`src/rtl/flash_wp_pkg.sv`:
```
package flash_wp_pkg;
   localparam int unsigned REG_W    = 8;
   localparam int unsigned BIT_WE   = 0;
   localparam int unsigned BIT_LOCK = 1;
   localparam int unsigned BIT_CD   = 2;
   localparam int unsigned BIT_PF   = 3;
   localparam int unsigned BIT_SWAP = 4;
   localparam int unsigned POL_W    = BIT_PF - BIT_CD + 1;

   typedef struct packed {
      logic [POL_W-1:0] pol;
      logic             lock;
      logic             we;
   } wp_fields_t;
endpackage

```
`src/rtl/wp_field_regs.sv`:
```
module wp_field_regs
   import flash_wp_pkg::*;
(
   input  logic             clk,
   input  logic             rst_n,
   input  logic             wr_stb,
   input  logic [REG_W-1:0] wdata,
   output wp_fields_t       cur
);
   always_ff @(posedge clk or negedge rst_n) begin
      if (!rst_n) begin
         cur <= '0;
      end else if (wr_stb) begin
         cur.we   <= wdata[BIT_WE];
         cur.lock <= cur.lock | wdata[BIT_LOCK];
         cur.pol  <= wdata[BIT_PF:BIT_CD];
      end
   end
endmodule

```
`src/rtl/wp_trap_gen.sv`:
```
module wp_trap_gen (
   input  logic clk,
   input  logic rst_n,
   input  logic wr_stb,
   input  logic new_we,
   input  logic old_we,
   input  logic old_lock,
   output logic trap
);
   logic fire;
   assign fire = wr_stb & new_we & ~old_we & old_lock;

   always_ff @(posedge clk or negedge rst_n) begin
      if (!rst_n) trap <= 1'b0;
      else        trap <= fire;
   end
endmodule

```
`src/rtl/wp_sync.sv`:
```
module wp_sync #(
   parameter int unsigned STAGES = 2
) (
   input  logic clk,
   input  logic rst_n,
   input  logic din,
   output logic dout
);
   generate
      if (STAGES == 0) begin : g_direct
         assign dout = din;
      end else begin : g_chain
         logic [STAGES-1:0] sh;
         always_ff @(posedge clk or negedge rst_n) begin
            if (!rst_n) sh <= '0;
            else        sh <= {sh[STAGES-2+((STAGES==1)?1:0):0] & {(STAGES>1?STAGES-1:1){STAGES>1}}, din} [STAGES-1:0];
         end
         assign dout = sh[STAGES-1];
      end
   endgenerate
endmodule

```
`src/rtl/flash_wp_ctrl.sv`:
```
module flash_wp_ctrl
   import flash_wp_pkg::*;
#(
   parameter int unsigned DATA_W    = 8,
   parameter int unsigned SWAP_SYNC = 2
) (
   input  logic              clk,
   input  logic              rst_n,
   input  logic              reg_sel,
   input  logic              reg_wr,
   input  logic [DATA_W-1:0] reg_wdata,
   output logic [DATA_W-1:0] reg_rdata,
   input  logic              swap_status,
   input  logic              wr_aux_range,
   output logic              flash_wr_permit,
   output logic              trap_pulse,
   output logic [1:0]        rd_policy
);
   localparam int unsigned RSV_LO = BIT_SWAP + 1;

   generate
      if (DATA_W != REG_W) begin : g_bad_width
         $error("flash_wp_ctrl: DATA_W must equal REG_W");
      end
      if (SWAP_SYNC > 4) begin : g_bad_sync
         $error("flash_wp_ctrl: SWAP_SYNC above 4 is not supported");
      end
   endgenerate

   logic       wr_stb;
   wp_fields_t cur;
   logic       swap_q;

   assign wr_stb = reg_sel & reg_wr;

   wp_field_regs u_regs (
      .clk   (clk),
      .rst_n (rst_n),
      .wr_stb(wr_stb),
      .wdata (reg_wdata[REG_W-1:0]),
      .cur   (cur)
   );

   wp_trap_gen u_trap (
      .clk     (clk),
      .rst_n   (rst_n),
      .wr_stb  (wr_stb),
      .new_we  (reg_wdata[BIT_WE]),
      .old_we  (cur.we),
      .old_lock(cur.lock),
      .trap    (trap_pulse)
   );

   wp_sync #(.STAGES(SWAP_SYNC)) u_swap (
      .clk  (clk),
      .rst_n(rst_n),
      .din  (swap_status),
      .dout (swap_q)
   );

   always_comb begin
      reg_rdata                     = '0;
      reg_rdata[BIT_WE]             = cur.we;
      reg_rdata[BIT_LOCK]           = cur.lock;
      reg_rdata[BIT_PF:BIT_CD]      = cur.pol;
      reg_rdata[BIT_SWAP]           = swap_q;
      reg_rdata[DATA_W-1:RSV_LO]    = '0;
   end

   assign flash_wr_permit = cur.we | wr_aux_range;
   assign rd_policy       = cur.pol;
endmodule

```
`config.mk`:
```
export PLATFORM = sky130hd
export DESIGN_NAME = flash_wp_ctrl
export DESIGN_NICKNAME = d
export VERILOG_FILES = /design/src/rtl/flash_wp_pkg.sv /design/src/rtl/wp_field_regs.sv /design/src/rtl/wp_trap_gen.sv /design/src/rtl/wp_sync.sv /design/src/rtl/flash_wp_ctrl.sv
export SDC_FILE = /design/constraint.sdc
export NUM_CORES = 1
export LEC_CHECK = 0
export ABC_AREA = 1
export BUFFER_PORTS_ARGS = -buffer_cell sky130_fd_sc_hd__buf_2
export CORE_AREA = 2 2 39 41
export CTS_CLUSTER_DIAMETER = 40
export DETAILED_ROUTE_END_ITERATION = 8
export DIE_AREA = 0 0 41 43
export PLACE_DENSITY_LB_ADDON = 0.08
export SKIP_CTS_REPAIR_TIMING = 1
export SLEW_MARGIN = 15
export SYNTH_ARGS = -nofsm -noshare
export SYNTH_HDL_FRONTEND = slang
export SYNTH_HIERARCHICAL = 1
export SYNTH_SLANG_ARGS = --single-unit
export TNS_END_PERCENT = 30
```
`constraint.sdc`:
```
create_clock -name clk -period 0.8 [get_ports clk]
set_input_delay 0.08 -clock clk [delete_from_list [all_inputs] [get_ports clk]]
set_output_delay 0.08 -clock clk [all_outputs]
set_load 0.01 [all_outputs]
```
==> impl_results.md, run 1 <==
* Synth Register Bits at 7
* Per-cell routed wire length at roughly 7.5 um
* Core Box Area at approximately 1400 um2
* Number of global-route vias before repair at about 200
* Cts bufs inserted at 3
* FP Rows at 14
* Final TNS setup at -0.442 ns
* Clock Tree Buf Depth at 2
* # diodes at 0
* Mean area per synthesized cell at between 8 and 9 um2
* Cell Pwr Density at 1970 nW/um2
* Endpoints failing hold at 0
* Mapped cell area at 309 um2
* Dpl cell area at roughly 380 um2
* Final Critical Period at 0.928 ns
* DRC errors left at 0
* FF-to-FF path depth at 4
* Compound-Gate Fraction of Synth Area at 0
* Reg-to-reg setup timing slack at about 0.05 ns
* Leak at ~0.27 nW
* Area grow syn2layout at 43.3%
* Fin nets at 73
* Die Ht at between 40 and 50 um
* Grt total ovfl at 0
* Min-delay worst type: primary input to register
* Synth Area in XOR/XNOR at 0
* Die width at a little over 40 um
* Worst setup SP type: register
* PortBufs at 18
* Clock-pin slew on the worst setup and hold paths at about 0.05 ns
* Mapped Cells at 36
* RSZ-0062 raised after global routing: yes
* Synth warnings at 6
* PnR worst setup slack at -0.128 ns
* Starting Density at 0.223
* CTS root buf: clkbuf_4
* Final period util at 1.16
* Violated checks: negative setup slack
* Max VDD drop at 0.000648 V
* Worst skew pair latency at roughly 0.25 ns
* GRT Util Overall at 0.0706
* Top-Level Pins at 26
* Req. time, crit path at 0.72 ns
* Mux share of post-synthesis cell area at 0
* Cell depth of the worst min-delay path at 3
* Grt met3 use at 0.0785
* Grt met2 use at 0.0969
* DRT antenna net count at 0
* Post-route cell area at 443 um2
* Worst Path Max Fanout at 3
* Post-DR vias/cell at around 3.5
* GP Congestion at ~0.65
* CTS tree: done
* Worst Setup End Kind: output port
* Adder-cell share of the synthesized area at 0
* Largest family of logic cells by synthesized area: buffers and inverters
* Clock sink total at 7
* Detailed Route WL at roughly 560 um
* Initial antenna violation count at 0
* Fraction of layout cells with a size suffix above 1 at 0.431
* GRT busiest layer: met2
* Status: complete, but fails checks
* Clk_skew at ~0.00016 ns
* Setup-failing EPs final at 9
* Slew Viols, Final at 0
* Fmax achieved at between 1000 and 1500 MHz
* Met1 GRT Util at 0.0684
* Setup CP Type: register to output port
* Most common cell after layout, fill and taps aside: buf_2
* Yosys cell types at 7
* Routed vias at roughly 260
* Number of max-cap violations at 0
* Die ar. at approximately 1800 um2
* Most frequent cells in the layout: buf_2 (18), nand2_1 (15), dfrtp_1 (7)
* First-pass GRT wire length at around 750 um
* First drt pass iteration count at 1
* DRT iter0 DRCs at 0
* Sequential share of the synthesized area at 0.567
* Simple-gate share of the synthesized area at 0.202
* HPWL after DPL at about 440 um
* Htree depth at 1
* Largest net degree at the start of global routing at 8
* Data arrival, critical path at approximately 0.85 ns
-- worst max-delay path, stage by stage, from the launching register on --
cell	delay, ns
dfrtp_1	0.38
inv_1	0.06
nand2_1	0.04
buf_2	0.13
-- metrics by stage --
stage	hold slack [ns]	setup WS, ns	utilization	power (W)	instances
6_report	0.0229	-0.128	0.320	0.000873	74
5_1_grt	0.0115	-0.173	0.320	0.000942	74
4_1_cts	-0.352	-0.171	0.295	0.000875	70
3_5_place_dp	-0.0781	0.108	0.276	0.000540	66
3_3_place_gp	-0.0776	0.106	0.276	0.000540	66
2_1_floorplan	-0.216	0.147	-	0.000498	38
-- sequential cells by signal, indices dropped and copies added (netlist names) --
register	count
u_regs/cur	4
u_swap/g_chain.sh	2
u_trap/trap	1
-- Yosys cell counts, drive strengths merged --
cell type  count  share of area
buf            6           0.15
conb           1          0.012
dfrtp          7           0.57
inv            6          0.073
nand2         15           0.18
nor2           1          0.020
-- path summary, 6_finish.rpt --
check / from / end
setup reg to reg: u_regs/cur[0]$_DFFE_PN0P_ / u_trap/trap$_DFF_PN0_
hold / removal: reg_wdata[1] / u_regs/cur[1]$_DFFE_PN0P_
setup / recovery: u_regs/cur[0]$_DFFE_PN0P_ / flash_wr_permit
min in group asynchronous: rst_n / u_swap/g_chain.sh[0]$_DFF_PN0_
max in group asynchronous: rst_n / u_regs/cur[0]$_DFFE_PN0P_
hold reg to reg: u_swap/g_chain.sh[0]$_DFF_PN0_ / u_swap/g_chain.sh[1]$_DFF_PN0_
-- cells by family (layout without fill, tap and decap cells) --
group	after synthesis	after routing
DFF	7	7
other	1	3
buffers and inverters	12	32
and+or+nand+nor	16	16
-- where the power goes --
group,switching [W],internal (W),total [W]
Clock,0.000128,0.000190,0.000318
Combinational,0.0000832,0.0000786,0.000162
Sequential,0.0000127,0.000381,0.000393
-- routing by layer --
metal  vias up  routed length [um]
met5         -                   0
met4         0                   0
met3         0                  63
met2        13                 267
met1       108                 228
li1        136                   -
-- area by class of cell --
cell class / count / area [um2]
fillers: 166 / 941
clock buffers: 4 / 26.3
flip-flops and latches: 7 / 175
well taps: 16 / 20.0
repair buffers: 22 / 125
inverters: 6 / 22.5
multi-input cells: 19 / 73.8
(Power assumes the default switching activity.)
==> run 2, diff against run 1 <==
--- a/config.mk
+++ b/config.mk
@@ -16,6 +16,5 @@
 export SLEW_MARGIN = 15
 export SYNTH_ARGS = -nofsm -noshare
 export SYNTH_HDL_FRONTEND = slang
-export SYNTH_HIERARCHICAL = 1
 export SYNTH_SLANG_ARGS = --single-unit
 export TNS_END_PERCENT = 30
==> impl_results.md, run 2 <==
* Status: complete, but fails checks
* Violated checks: negative setup slack
* Max VDD drop at 0.000544 V (-16%)
* Yosys top cell area share at 0.565 (-0.00229)
* Worst Setup End Kind: output port
* Mapped Cells at 33 (-8.3%)
* Final TNS setup at -0.692 ns (-0.250 ns)
* Reg-to-reg setup timing slack at 0.05 ns (about the same)
* Slew Viols, Final at 0 (unchanged)
* DRT iter0 DRCs at 0 (unchanged)
* Htree depth at 1 (unchanged)
* Final period util at 1.30 (+0.137)
* Worst hold start: reg_wdata[3]
* Most frequent cells in the layout: buf_2 (16), nand2_1 (9), dfrtp_1 (7)
* Top FF cell, synth: dfrtp_1
* Post-synth top cells: nand2_1 (9), buf_4 (8), dfrtp_1 (7)
* CTS root buf: clkbuf_4
* Cts bufs inserted at 3 (unchanged)
* GRT Util Overall at 0.0859 (+0.0153)
* Adder-cell share of the synthesized area at 0 (unchanged)
* FF-to-FF path depth at 4 (unchanged)
* Worst Path Max Fanout at 2 (-1)
* Mean area per synthesized cell at 9.40 um2 (+9.5%)
* Die width at 41 um (unchanged)
* Worst skew pair latency at 0.24 ns (about the same)
* Die ar. at 1760 um2 (unchanged)
* Simple-gate share of the synthesized area at 0.206 (+0.00322)
* Largest family of logic cells by synthesized area: buffers and inverters
* Data arrival, critical path at 0.96 ns (+0.11 ns)
* Mux share of post-synthesis cell area at 0 (unchanged)
* Cells after DPL at 62 (-6.1%)
* Count leader, synth: nand2_1
* Most flop-heavy register: u_regs.cur
* Compound-Gate Fraction of Synth Area at 0 (unchanged)
* Cell taking the most area after synthesis: dfrtp_1
* Most common cell after layout, fill and taps aside: buf_2
* Req. time, crit path at 0.72 ns (about the same)
* Per-cell routed wire length at 8.84 um (+17%)
* First drt pass iteration count at 1 (unchanged)
* R2r startpoint: u_regs.cur[0]$_DFFE_PN0P_
* Clk_skew at 0.00129 ns (+0.00113 ns)
* Clock-pin slew on the worst setup and hold paths at 0.05 ns (about the same)
* Worst setup SP type: register
* Final Critical Period at 1.04 ns (+0.110 ns)
* CTS tree: done
* DRC errors left at 0 (unchanged)
* Setup CP Type: register to output port
* Non-filler cells, final at 69 (-6.8%)
* Largest net degree at the start of global routing at 8 (unchanged)
* EDFF count, synth at 0 (unchanged)
* Post-DR vias/cell at 3.59 (+3.5%)
* Cell Pwr Density at 1990 nW/um2 (+1.1%)
* Number of global-route vias before repair at 248 (+22%)
* Endpoints failing hold at 0 (unchanged)
* Initial antenna violation count at 0 (unchanged)
* Mapped cell area at 310 um2 (+0.41%)
* Fmax achieved at 963 MHz (-11%)
* Clock Tree Buf Depth at 2 (unchanged)
* Number of max-cap violations at 0 (unchanged)
* Routed vias at 248 (-3.5%)
* Synth warnings at 0 (-6)
* # diodes at 0 (unchanged)
* Core Util, Final at 0.321 (+0.000904)
* Biggest regs: u_regs.cur (4), u_swap.g_chain.sh (2), u_trap.trap (1)
* Fin nets at 68 (-6.8%)
* Area grow syn2layout at 43.1%
* Setup-failing EPs final at 9 (unchanged)
* Leak at 0.256 nW (-5.8%)
* Yosys cell types at 8 (+1)
* First-pass GRT wire length at 917 um (+22%)
* PortBufs at 18 (unchanged)
* FF-to-FF End: u_trap.trap$_DFF_PN0_
* FILL cells at 155 (-6.6%)
* Core Box Area at 1380 um2 (unchanged)
* Starting Density at 0.224 (+0.000905)
* Min-delay worst type: primary input to register
* Die Ht at 43 um (unchanged)
* Grt total ovfl at 0 (unchanged)
* Synth Register Bits at 7 (unchanged)
* FP Rows at 14 (unchanged)
* RSZ-0062 raised after global routing: yes
* Top-Level Pins at 26 (unchanged)
* Cell depth of the worst min-delay path at 3 (unchanged)
* Asr flop ratio synth at 1.00 (unchanged)
* Hold Crit Endpoint: u_regs.cur[3]$_DFFE_PN0P_
* Top area cells in the synthesized netlist: dfrtp_1 (56%), buf_4 (19%), nand2_1 (11%), nand3_1 (6.5%), inv_1 (2.4%)
* GP Congestion at 0.667 (+3.3%)
* Detailed Route WL at 610 um (+9.3%)
* Largest register FFs at 4 (unchanged)
* Sequential share of the synthesized area at 0.565 (-0.00229)
* PnR worst setup slack at -0.238 ns (-0.110 ns)
* Clock sink total at 7 (unchanged)
* Fraction of layout cells with a size suffix above 1 at 0.453 (+0.0218)
* DRT antenna net count at 0 (unchanged)
* Synth Area in XOR/XNOR at 0 (unchanged)
## run 2: worst max-delay path by stage
stage | from | end | slack (ns) | cells past startpoint
after detailed placement | u_regs.cur[0]$_DFFE_PN0P_ | flash_wr_permit | -0.05 | 2
after floorplan | u_regs.cur[0]$_DFFE_PN0P_ | flash_wr_permit | 0.03 | 1
final | u_regs.cur[0]$_DFFE_PN0P_ | flash_wr_permit | -0.24 | 2
after global routing | u_regs.cur[0]$_DFFE_PN0P_ | flash_wr_permit | -0.27 | 2
after global placement | u_regs.cur[0]$_DFFE_PN0P_ | flash_wr_permit | -0.05 | 2
after CTS | u_regs.cur[0]$_DFFE_PN0P_ | flash_wr_permit | -0.33 | 2
## run 2: worst max-delay path, cell delays in order, from the launching register on
cell	delay [ns]
dfrtp_1	0.37
or2_4	0.23
buf_6	0.12
## run 2: cells by family (layout without fill, tap and decap cells)
family / count (synthesis) / in the layout
buffers and inverters: 10 / 28
DFF: 7 / 7
other: 1 / 3
and+or+nand+nor: 15 / 15
## run 2: area by class of cell
class,count,area [um2],area share
Clock buffer,4,26.3,0.0592
Inverter,2,7.51,0.0169
Timing Repair Buffer,22,138,0.310
Multi-Input combinational cell,18,77.6,0.175
Sequential cell,7,175,0.394
Tap cell,16,20.0,0.0451
## run 2: metrics by stage
stage	worst slack, ns	hold WS (ns)	power (W)	area, um2
after global placement	-0.0489	-0.0815	0.000544	375
after detailed placement	-0.0515	-0.0782	0.000547	375
after CTS	-0.330	-0.350	0.000876	402
after floorplan	0.0260	-0.216	0.000499	318
final	-0.238	0.0619	0.000885	444
after global routing	-0.272	0.0670	0.000956	444
## run 2: metal layers
layer  up-vias  GRT usage  wire length, um
li1        129          -                -
met1       103     0.0885              232
met2        14      0.116              313
met3         2     0.0157               49
met4         0      0.120               14
met5         -          0                0
## run 2: power breakdown
| part | total, W | leakage [nW] | switching, W | internal, W |
|---|---|---|---|---|
| logic | 0.000179 | 0.158 | 0.0000845 | 0.0000946 |
| registers | 0.000394 | 0.0828 | 0.0000136 | 0.000381 |
| clock network | 0.000311 | 0.0150 | 0.000122 | 0.000190 |
==> run 3, diff against run 2 <==
--- a/config.mk
+++ b/config.mk
@@ -11,7 +11,9 @@
 export CTS_CLUSTER_DIAMETER = 40
 export DETAILED_ROUTE_END_ITERATION = 8
 export DIE_AREA = 0 0 41 43
+export GPL_TIMING_DRIVEN = 0
 export PLACE_DENSITY_LB_ADDON = 0.08
+export RECOVER_POWER = 100
 export SKIP_CTS_REPAIR_TIMING = 1
 export SLEW_MARGIN = 15
 export SYNTH_ARGS = -nofsm -noshare
==> impl_results.md, run 3 (synthesized netlist as in run 2, its figures left out) <==
* DRC errors left at 0 (unchanged)
* Cts bufs inserted at 3 (unchanged)
* First-pass GRT wire length at 890 um (-2.9%)
* Core Box Area at 1380 um2 (unchanged)
* Clk_skew at 0.00647 ns (+0.00518 ns)
* CTS root buf: clkbuf_4
* Detailed Route WL at 562 um (-7.9%)
* GP Congestion at 0.651 (-2.4%)
* Status: complete, but fails checks
* Per-cell routed wire length at 7.39 um (-16%)
* Leak at 0.289 nW (+13%)
* Slew Viols, Final at 0 (unchanged)
* Crit path buf inv count at 1 (unchanged)
* Hold Slack at 0.0539 ns (-0.00803 ns)
* Htree depth at 1 (unchanged)
* PnR worst setup slack at -0.269 ns (-0.0310 ns)
* First drt pass iteration count at 1 (unchanged)
* Final Critical Period at 1.07 ns (+0.0310 ns)
* CTS tree: done
* Post-DR vias/cell at 3.49 (-3.0%)
* Setup-failing EPs final at 9 (unchanged)
* Non-filler cells, final at 76 (+10%)
* Grt total ovfl at 0 (unchanged)
* Clock-pin slew on the worst setup and hold paths at 0.05 ns (about the same)
* Clock sink total at 7 (unchanged)
* Die Ht at 43 um (unchanged)
* Cells after DPL at 69 (+11%)
* Worst Path Max Fanout at 3 (+1)
* Violated checks: negative setup slack
* Slowest CP cell: dfrtp_1
* Crit-path max cell delay at 0.39 ns (+0.02 ns)
* Crit-path cells: or2_4 > buf_6
* Fmax achieved at 936 MHz (-2.9%)
* Biggest regs: u_regs.cur (4), u_swap.g_chain.sh (2), u_trap.trap (1)
* Dpl cell area at 428 um2 (+14%)
* Number of global-route vias before repair at 232 (-6.5%)
* FP Rows at 14 (unchanged)
* Fraction of layout cells with a size suffix above 1 at 0.500 (+0.0472)
* Worst setup SP type: register
* Most frequent cells in the layout: buf_2 (15), nand2_1 (9), buf_4 (9)
* RSZ-0062 raised after global routing: yes
* PortBufs at 18 (unchanged)
* Number of max-cap violations at 0 (unchanged)
* Fin nets at 75 (+10%)
* Power, Total at 0.000916 W (+3.5%)
* Cell Pwr Density at 1850 nW/um2 (-7.2%)
* Req. time, crit path at 0.72 ns (about the same)
* Critical path's top delay family: flip-flops
* Routed vias at 265 (+6.9%)
* Initial antenna violation count at 0 (unchanged)
* Max VDD drop at 0.000604 V (+11%)
* Most common cell after layout, fill and taps aside: buf_2
* FILL cells at 154 (-0.65%)
* Top-Level Pins at 26 (unchanged)
* GRT Util Overall at 0.0807 (-0.00513)
* Worst skew pair latency at 0.25 ns (about the same)
* Most flop-heavy register: u_regs.cur
* Largest register FFs at 4 (unchanged)
* Setup CP Type: register to output port
* # diodes at 0 (unchanged)
* Area grow syn2layout at 59.7%
* Endpoints failing hold at 0 (unchanged)
* Data arrival, critical path at 0.99 ns (+0.03 ns)
* Starting Density at 0.224 (unchanged)
* Die ar. at 1760 um2 (unchanged)
* Worst Setup End Kind: output port
* Final period util at 1.34 (+0.0387)
* Die width at 41 um (unchanged)
* Clock Tree Buf Depth at 2 (unchanged)
* DRT iter0 DRCs at 0 (unchanged)
* Largest net degree at the start of global routing at 8 (unchanged)
* Post-route cell area at 495 um2 (+12%)
* Min-delay worst type: primary input to register
* Final TNS setup at -1.19 ns (-0.496 ns)
* DRT antenna net count at 0 (unchanged)
## run 3: changes by cell type in the layout (fill, tap and decap cells not counted)
| cell | before | now |
|---|---|---|
| buf_2 | 16 | 15 |
| buf_4 | 2 | 9 |
| clkbuf_1 | 1 | 2 |
## run 3: layout make-up
| cell class | instances | area (um2) | area share |
|---|---|---|---|
| Sequential cell | 7 | 175 | 0.354 |
| Timing Repair Buffer | 21 | 129 | 0.260 |
| Multi-Input combinational cell | 18 | 77.6 | 0.157 |
| Buffer | 8 | 60.1 | 0.121 |
| Clock buffer | 4 | 26.3 | 0.0530 |
| Tap cell | 16 | 20.0 | 0.0404 |
| Inverter | 2 | 7.51 | 0.0152 |
## run 3: per-stage QoR
stage	util	setup WS, ns
2_1_floorplan	-	0.0260
3_3_place_gp	0.309	-0.0946
3_5_place_dp	0.309	-0.100
4_1_cts	0.328	-0.376
5_1_grt	0.358	-0.303
6_report	0.358	-0.269
## run 3: where the power goes
part           internal, W  switching, W
clock network     0.000190      0.000123
logic             0.000120     0.0000853
registers         0.000381     0.0000159
total             0.000691      0.000224
## run 3: per-layer routing
layer	part of all wire	routed length [um]	vias to the layer above	GRT usage
met5	0	0	-	0
met2	0.45	255	12	0.0938
met1	0.49	274	109	0.105
met3	0.057	32	0	0.0157
li1	-	-	144	-
met4	0	0	0	0.100
## run 3: final timing paths
check | startpoint | end | slack, ns | cells past startpoint
max | u_regs.cur[0]$_DFFE_PN0P_ | flash_wr_permit | -0.27 | 2
min | reg_wdata[3] | u_regs.cur[3]$_DFFE_PN0P_ | 0.05 | 3
max reg2reg | u_regs.cur[0]$_DFFE_PN0P_ | u_trap.trap$_DFF_PN0_ | 0.03 | 4
min reg2reg | u_swap.g_chain.sh[0]$_DFF_PN0_ | u_swap.g_chain.sh[1]$_DFF_PN0_ | 0.35 | 0
max in group asynchronous | rst_n | u_swap.g_chain.sh[1]$_DFF_PN0_ | 0.26 | 2
min in group asynchronous | rst_n | u_trap.trap$_DFF_PN0_ | 0.26 | 2
## run 3: worst min-delay path, cell delays in order
cell and delay, ns:
buf_2 0.08, nand3_1 0.05, nand2_1 0.06
